===== config.mk =====
export PLATFORM = sky130hd
export DESIGN_NAME = sdh_irq_status
export DESIGN_NICKNAME = d
export VERILOG_FILES = /design/src/rtl/sdh_irq_pkg.sv /design/src/rtl/sdh_sticky_byte.sv /design/src/rtl/sdh_rw_byte.sv /design/src/rtl/sdh_card_detect.sv /design/src/rtl/sdh_irq_status.sv
export SDC_FILE = /design/constraint.sdc
export NUM_CORES = 1
export LEC_CHECK = 0
export CAP_MARGIN = 20
export CORE_MARGIN = 2
export CORE_UTILIZATION = 54
export DETAILED_ROUTE_END_ITERATION = 10
export PLACE_DENSITY = 0.9
export REMOVE_ABC_BUFFERS = 1
export SLEW_MARGIN = 20
export SYNTH_ARGS = -nofsm -noshare
export SYNTH_HDL_FRONTEND = slang
export SYNTH_HIERARCHICAL = 1
export SYNTH_SLANG_ARGS = --single-unit

===== constraint.sdc =====
create_clock -name clk -period 2.35 [get_ports clk]
set_input_delay 0.3525 -clock clk [delete_from_list [all_inputs] [get_ports clk]]
set_output_delay 0.3525 -clock clk [all_outputs]
set_load 0.005 [all_outputs]

===== src/rtl/sdh_irq_pkg.sv =====
package sdh_irq_pkg;
  localparam int REG_W  = 8;
  localparam int ADDR_W = 3;

  typedef enum logic [ADDR_W-1:0] {
    A_STS0 = 3'd0,
    A_STS1 = 3'd1,
    A_STS2 = 3'd2,
    A_STS3 = 3'd3,
    A_MSK0 = 3'd4,
    A_MSK1 = 3'd5,
    A_CFG  = 3'd6,
    A_NONE = 3'd7
  } reg_addr_e;

  // status byte 0 live-level positions
  localparam int S0_WP      = 1;
  localparam int S0_CD_DAT3 = 2;
  localparam int S0_CD_GPI  = 3;
  localparam int S0_EVT_LSB = 4;
  // status byte 2 positions
  localparam int S2_CMD_BUSY = 4;
  localparam int S2_DAT_BUSY = 5;
  // configuration byte (block-length bits 15..8)
  localparam int CFG_CRC_ABORT = 3;
  localparam int CFG_POL_HIGH  = 4;
  localparam int CFG_SEL_GPI   = 5;
  localparam int CFG_SEL_DAT3  = 6;
  localparam int CFG_GIE       = 7;

  localparam logic [REG_W-1:0] STICKY0_BITS = 8'hF0;
  localparam logic [REG_W-1:0] STICKY1_BITS = 8'hFF;
  localparam logic [REG_W-1:0] MASK0_BITS   = 8'hF0;
  localparam logic [REG_W-1:0] MASK1_BITS   = 8'hFE;
  localparam logic [REG_W-1:0] CFG_BITS     = 8'hF8;
  localparam logic [REG_W-1:0] CTL2_BITS    = 8'h80;

  // next value of a write-one-to-clear byte; a set wins over a clear
  function automatic logic [REG_W-1:0] w1c_next(
      input logic [REG_W-1:0] cur,
      input logic [REG_W-1:0] clr,
      input logic [REG_W-1:0] set,
      input logic [REG_W-1:0] keep);
    return ((cur & ~clr) | set) & keep;
  endfunction

  function automatic logic any_pending(
      input logic [REG_W-1:0] sts,
      input logic [REG_W-1:0] msk);
    return |(sts & msk);
  endfunction

  function automatic logic cd_present(
      input logic sel_a, input logic sel_b, input logic pol_high,
      input logic lvl_a, input logic lvl_b);
    logic raw;
    if (sel_a)      raw = lvl_a;
    else if (sel_b) raw = lvl_b;
    else            return 1'b0;
    return pol_high ? raw : ~raw;
  endfunction
endpackage


===== src/rtl/sdh_sticky_byte.sv =====
module sdh_sticky_byte
  import sdh_irq_pkg::*;
#(
  parameter int W = REG_W,
  parameter logic [W-1:0] KEEP = '1
) (
  input  logic         clk,
  input  logic         rst_n,
  input  logic [W-1:0] set_i,
  input  logic [W-1:0] clr_i,
  output logic [W-1:0] q_o
);
  logic [W-1:0] q_r;

  always_ff @(posedge clk or negedge rst_n) begin
    if (!rst_n) q_r <= '0;
    else        q_r <= w1c_next(q_r, clr_i, set_i, KEEP);
  end

  assign q_o = q_r;
endmodule


===== src/rtl/sdh_rw_byte.sv =====
module sdh_rw_byte #(
  parameter int W = 8,
  parameter logic [W-1:0] WMASK = '1
) (
  input  logic         clk,
  input  logic         rst_n,
  input  logic         we_i,
  input  logic [W-1:0] wd_i,
  output logic [W-1:0] q_o
);
  logic [W-1:0] q_r;

  always_ff @(posedge clk or negedge rst_n) begin
    if (!rst_n)    q_r <= '0;
    else if (we_i) q_r <= wd_i & WMASK;
  end

  assign q_o = q_r;
endmodule


===== src/rtl/sdh_card_detect.sv =====
module sdh_card_detect
  import sdh_irq_pkg::*;
#(
  parameter bit DAT3_FIRST = 1'b1
) (
  input  logic sel_dat3_i,
  input  logic sel_gpi_i,
  input  logic pol_high_i,
  input  logic dat3_i,
  input  logic gpi_i,
  output logic present_o
);
  generate
    if (DAT3_FIRST) begin : g_dat3_first
      assign present_o = cd_present(sel_dat3_i, sel_gpi_i, pol_high_i, dat3_i, gpi_i);
    end else begin : g_gpi_first
      assign present_o = cd_present(sel_gpi_i, sel_dat3_i, pol_high_i, gpi_i, dat3_i);
    end
  endgenerate
endmodule


===== src/rtl/sdh_irq_status.sv =====
module sdh_irq_status
  import sdh_irq_pkg::*;
(
  input  logic              clk,
  input  logic              rst_n,
  input  logic              wr_en_i,
  input  logic [ADDR_W-1:0] wr_addr_i,
  input  logic [REG_W-1:0]  wr_data_i,
  input  logic [ADDR_W-1:0] rd_addr_i,
  output logic [REG_W-1:0]  rd_data_o,
  input  logic [3:0]        evt_sts0_i,
  input  logic [REG_W-1:0]  evt_sts1_i,
  input  logic              wp_i,
  input  logic              dat3_cd_i,
  input  logic              gpi_cd_i,
  input  logic              cmd_busy_i,
  input  logic              dat_busy_i,
  output logic              irq_o,
  output logic              card_present_o,
  output logic              crc_abort_en_o,
  output logic              clk_freeze_en_o
);
  localparam int NREG = 1 << ADDR_W;

  // decoded write strobes, one per byte address
  logic [NREG-1:0] wr_hit;
  always_comb begin
    wr_hit = '0;
    if (wr_en_i) wr_hit[wr_addr_i] = 1'b1;
  end

  // named internal events
  logic [REG_W-1:0] clr0, clr1, set0, set1;
  assign clr0 = wr_hit[A_STS0] ? wr_data_i : '0;
  assign clr1 = wr_hit[A_STS1] ? wr_data_i : '0;
  assign set0 = {evt_sts0_i, {S0_EVT_LSB{1'b0}}};
  assign set1 = evt_sts1_i;

  logic [REG_W-1:0] sts0_q, sts1_q, msk0_q, msk1_q, cfg_q, ctl2_q;

  sdh_sticky_byte #(.W(REG_W), .KEEP(STICKY0_BITS)) u_sts0 (
    .clk(clk), .rst_n(rst_n), .set_i(set0), .clr_i(clr0), .q_o(sts0_q));
  sdh_sticky_byte #(.W(REG_W), .KEEP(STICKY1_BITS)) u_sts1 (
    .clk(clk), .rst_n(rst_n), .set_i(set1), .clr_i(clr1), .q_o(sts1_q));

  sdh_rw_byte #(.W(REG_W), .WMASK(MASK0_BITS)) u_msk0 (
    .clk(clk), .rst_n(rst_n), .we_i(wr_hit[A_MSK0]), .wd_i(wr_data_i), .q_o(msk0_q));
  sdh_rw_byte #(.W(REG_W), .WMASK(MASK1_BITS)) u_msk1 (
    .clk(clk), .rst_n(rst_n), .we_i(wr_hit[A_MSK1]), .wd_i(wr_data_i), .q_o(msk1_q));
  sdh_rw_byte #(.W(REG_W), .WMASK(CFG_BITS)) u_cfg (
    .clk(clk), .rst_n(rst_n), .we_i(wr_hit[A_CFG]), .wd_i(wr_data_i), .q_o(cfg_q));
  sdh_rw_byte #(.W(REG_W), .WMASK(CTL2_BITS)) u_ctl2 (
    .clk(clk), .rst_n(rst_n), .we_i(wr_hit[A_STS2]), .wd_i(wr_data_i), .q_o(ctl2_q));

  // read views with live levels merged in
  logic [REG_W-1:0] lvl0, lvl2, sts0_rd, sts2_rd;
  always_comb begin
    lvl0 = '0;
    lvl0[S0_WP]      = wp_i;
    lvl0[S0_CD_DAT3] = dat3_cd_i;
    lvl0[S0_CD_GPI]  = gpi_cd_i;
    lvl2 = '0;
    lvl2[S2_CMD_BUSY] = cmd_busy_i;
    lvl2[S2_DAT_BUSY] = dat_busy_i;
  end
  assign sts0_rd = sts0_q | lvl0;
  assign sts2_rd = ctl2_q | lvl2;

  always_comb begin
    unique case (rd_addr_i)
      A_STS0:  rd_data_o = sts0_rd;
      A_STS1:  rd_data_o = sts1_q;
      A_STS2:  rd_data_o = sts2_rd;
      A_MSK0:  rd_data_o = msk0_q;
      A_MSK1:  rd_data_o = msk1_q;
      A_CFG:   rd_data_o = cfg_q;
      default: rd_data_o = '0;
    endcase
  end

  // interrupt combine
  logic pend0, pend1, gie;
  assign pend0 = any_pending(sts0_q, msk0_q);
  assign pend1 = any_pending(sts1_q, msk1_q);
  assign gie   = cfg_q[CFG_GIE];
  assign irq_o = gie & (pend0 | pend1);

  sdh_card_detect #(.DAT3_FIRST(1'b1)) u_cd (
    .sel_dat3_i(cfg_q[CFG_SEL_DAT3]),
    .sel_gpi_i (cfg_q[CFG_SEL_GPI]),
    .pol_high_i(cfg_q[CFG_POL_HIGH]),
    .dat3_i    (dat3_cd_i),
    .gpi_i     (gpi_cd_i),
    .present_o (card_present_o));

  assign crc_abort_en_o  = cfg_q[CFG_CRC_ABORT];
  assign clk_freeze_en_o = ctl2_q[REG_W-1];
endmodule


# After elaboration in Yosys (flattened, before gate mapping)
# Index checks and enable logic that the tools add are counted.
# word_totals
register_bits,29
inputBits,34
elab_cells,44
# op_classes
n_bitwise,13
magnitude_cmp,2
n_mux,14
reduce_logical,4
n_eq_ne,5
# op_table
cell,n
$pmux 8 s6,1
$and 8x8->8,4
$mux 8,2
$not 8->8,2
$or 8x8->8,2
$reduce_or 8->1,2
$eq 3x3->1 const B,3
$mux 1,9
$or 8x4->8,1
$or 8x6->8,1
$mux 7,1
$lt 3x4->1 const B,1
$demux 1 s3,1
$eq 3x1->1 const B,1
$eq 3x2->1 const B,1
$ge 3x1->1 const B,1
$logic_not 3->1,1
$and 1x1->1,1
$logic_and 1x1->1,1
$not 1->1,1
$or 1x1->1,1

# Longest topological paths before layout
# depth
word_depth,9
mapped_depth,6
depth_no_buf,5

# By module
# Netlist, hierarchy kept.
# by_module_without_submodules
module,seq_area_each_um2,cells_per_inst,instances,area_per_inst_um2
sdh_irq_status,0.0,104,1,728.2
sdh_rw_byte (u_msk1),175.2,17,1,302.8
sdh_sticky_byte (u_sts1),200.2,24,1,290.3
sdh_rw_byte (u_cfg),125.1,14,1,207.7
sdh_rw_byte (u_msk0),100.1,13,1,178.9
sdh_sticky_byte (u_sts0),100.1,17,1,178.9
sdh_rw_byte (u_ctl2),25.0,10,1,96.3
sdh_card_detect,0.0,4,1,32.5

# Least setup slack after synthesis
# No wires, ideal clock.
# synth_path
path_type,input to output
start,input port rd_addr_i[0]
end,output port rd_data_o[4]
slack_ns,0.938
cell_stages,6
t_arrival_ns,1.060
n_path_buf,2
cell_sequence,buf_6 -> clkbuf_8 -> mux2i_1 -> nor2_1 -> a31oi_1 -> o22ai_1
# synth_between
elab_chain_cells,2
word_cells_on_any_way,7
# synth_rtl
element,line_no,source
"start, declared",sdh_irq_status.sv:9,"input logic [ADDR_W-1:0] rd_addr_i,"
$eq 3x3->1 (tied with other cells),sdh_irq_status.sv:70,unique case (rd_addr_i)
$pmux 8 s6 (*),sdh_irq_status.sv:70,
"end, declared",sdh_irq_status.sv:10,"output logic [REG_W-1:0] rd_data_o,"
# Mark *: on every way between the ends. The rest lies on a longest branch, timed or not.

# Worst setup path after layout
# layout_path
start,input port rd_addr_i[1]
end,output port rd_data_o[4]
# Same word-level chain as after synthesis.

==> results.json <==
{
  "wire_per_inst_um": 16.8,
  "critPathLaunchType": "primary input",
  "antenna_found_initial": 0,
  "routed_wl_mm": 5.13,
  "hold_viol": 0,
  "final_area_sq_um": 2650,
  "arrival_ps": 1960,
  "fmax_mhz": 432,
  "place_congestion": 0.883,
  "htree_levels": 2,
  "avgSynthCellArea_sq_um": 10.0,
  "syn-cell-area_sq_um": 1990,
  "wl_met2_mm": 2.46,
  "skew_ps": 0,
  "ios": 46,
  "drt_iter0_drc": 82,
  "hpwlAfterDp_mm": 3.40,
  "cts_buffers": 5,
  "top_layer_used": "met4",
  "clock_sinks": 29,
  "slowest_stage": "clkdlybuf4s50_1",
  "switchingPower_uw": 420,
  "final_util_pct": 73.5,
  "port_buffers": 45,
  "ant_nets": 0,
  "worstSetupEndpointType": "output port",
  "cts_tree": "yes",
  "post-route-period-util_pct": 98.6,
  "layout.nets": 291,
  "clk_latency_ps": 280,
  "period_needed_ps": 2320,
  "die-height_um": 64.7,
  "setup_viol": 0,
  "synth_warnings": 6,
  "viasPerCell": 5.50,
  "grt_remaining_overflow": 0,
  "regArea_sq_um": 726,
  "worstPathRequired_ps": 2000,
  "grt_max_degree": 30,
  "netlist_instances": 198,
  "worstPathCellList": "clkdlybuf4s50_1, buf_6, buf_4, mux2_2, a21oi_2, o22ai_1, dlygate4sd2_1",
  "maxSlewViolCount": 0,
  "pwr-share-seq_pct": 43.5,
  "fin_setup_tns_ps": 0,
  "dp_cells": 291,
  "clk_root_buffer_cell": "clkbuf_8",
  "drt-pass1-iter-count": 4,
  "critPathMaxFanout": 8,
  "track_usage_pct": 26.1,
  "powerDensity_nw_per_um2": 555,
  "outcome": "finished, final reports clean",
  "vias": 1682,
  "grt_pass1_wl_mm": 8.08,
  "multi_input_area_sq_um": 1070,
  "drv_cap": 0,
  "power_frac_comb_pct": 30.0,
  "wl_met1_mm": 2.12,
  "coreArea_sq_um": 3610,
  "crit_buf_inv": 4,
  "hp-class": "in -> async",
  "die-area_sq_um": 4180,
  "p_int_mw": 1.05,
  "clockPowerShare_pct": 26.6,
  "instances_no_fill": 306,
  "placementRows": 22,
  "rsz0062_at_grt": "true",
  "peakVddDrop_mv": 0.383,
  "final_layout_size_suffix_gt1_share_pct": 22.1,
  "crit_type": "in -> out",
  "drc_errors": 0,
  "syn_to_final_growth_pct": 33.4,
  "clk_path_buf_depth": 2,
  "wl_met3_um": 366,
  "grt_pass1_vias": 1599,
  "antenna_cells": 0,
  "max_stage_delay_ps": 470,
  "place_area_sq_um": 2450,
  "clk_pin_slew_worst_paths_ps": 60,
  "sw_frac_of_total_pct": 28.6,
  "fp.dieW_um": 64.7,
  "nFillCells": 270,
  "path_delay_family": "buffers and inverters",
  "leakage_nw": 1.16,
  "initial_core_util_pct": 55.1
}
-- metrics by stage --
stage | power (mW) | setup slack [ps] | hold slack [ps]
floorplan | 0.825 | 890 | 56.9
global placement | 1.04 | -72.1 | 491
detailed placement | 1.05 | -79.8 | 497
CTS | 1.46 | 5.62 | 472
global route | 1.54 | -32.1 | 500
finish | 1.47 | 32.9 | 454
-- cell type report --
type	instances	area share [%]
timing repair buffer	65	25.0
tap	48	2.27
clock inverter	2	0.378
sequential	29	27.4
clock buffer	6	2.74
inverter	13	1.84
multi-input combinational	143	40.4
-- registers in the layout, summed over array words and instances, names as in the netlist --
name / cells
u_sts1/q_o: 8
u_sts0/q_o: 4
u_ctl2/q_o: 1
u_msk0/q_o: 4
u_cfg/q_o: 5
u_msk1/q_o: 7
-- path summary, 6_finish.rpt --
| check | from | to | slack [ps] | depth (start not counted) |
|---|---|---|---|---|
| min in group clk | u_sts0/q_o[4]$_DFF_PN0_ | u_sts0/q_o[4]$_DFF_PN0_ | 520 | 1 |
| max in group asynchronous | rst_n | u_sts0/q_o[4]$_DFF_PN0_ | 1610 | 2 |
| max | rd_addr_i[1] | rd_data_o[4] | 30 | 7 |
| max reg2reg | u_cfg/q_o[4]$_DFFE_PN0P_ | u_cfg/q_o[4]$_DFFE_PN0P_ | 1490 | 1 |
| min | rst_n | u_msk1/q_o[1]$_DFFE_PN0P_ | 450 | 2 |
| min reg2reg | u_sts0/q_o[4]$_DFF_PN0_ | u_sts0/q_o[4]$_DFF_PN0_ | 520 | 1 |
-- power by group through the flow --
stage | logic, mW | clock network (mW) | registers [mW]
2_1_floorplan | 0.205 | 0 | 0.620
3_5_place_dp | 0.411 | 0 | 0.644
5_1_grt | 0.471 | 0.422 | 0.647
3_3_place_gp | 0.399 | 0 | 0.640
6_report | 0.440 | 0.391 | 0.639
4_1_cts | 0.423 | 0.398 | 0.635
-- layer usage --
metal | vias to the layer above | track usage [%]
li1 | 773 | -
met1 | 811 | 32.4
met2 | 84 | 42.7
met3 | 14 | 6.08
met4 | 0 | 12.8
met5 | - | 0
-- cell usage in the layout (no fill, tap or decap), drive strengths merged --
| cell type | instances |
|---|---|
| conb | 19 |
| nand2 | 6 |
| a22o | 4 |
| mux2i | 6 |
| inv | 13 |
| a22oi | 8 |
| dlygate4sd2 | 5 |
| nor2 | 10 |
| clkbuf | 6 |
| clkinv | 2 |
| xnor2 | 2 |
| a21o | 13 |
| buf | 19 |
| a21oi | 4 |
| nor3b | 2 |
| o22ai | 4 |
| nor2b | 4 |
| mux2 | 22 |
| and2 | 12 |
| o21a | 1 |
| a221oi | 2 |
| nor3 | 4 |
| nand3 | 3 |
| mux4 | 1 |
| a31oi | 3 |
| bufbuf | 1 |
| dlymetal6s2s | 4 |
| dfrtp | 29 |
| nand2b | 4 |
| o21ai | 5 |
| a211o | 1 |
| and4b | 1 |
| o211ai | 1 |
| o311ai | 1 |
| clkdlybuf4s50 | 36 |
-- timing repair --
item	CTS	global route
pin swaps	1	2
gates cloned	1	0
buffers inserted	4	2
hold buffers	0	0
endpoints found under the setup margin	8	6
gates resized for setup	10	9
endpoints found under the hold margin	0	0
Power figures use the tool's default switching activity.
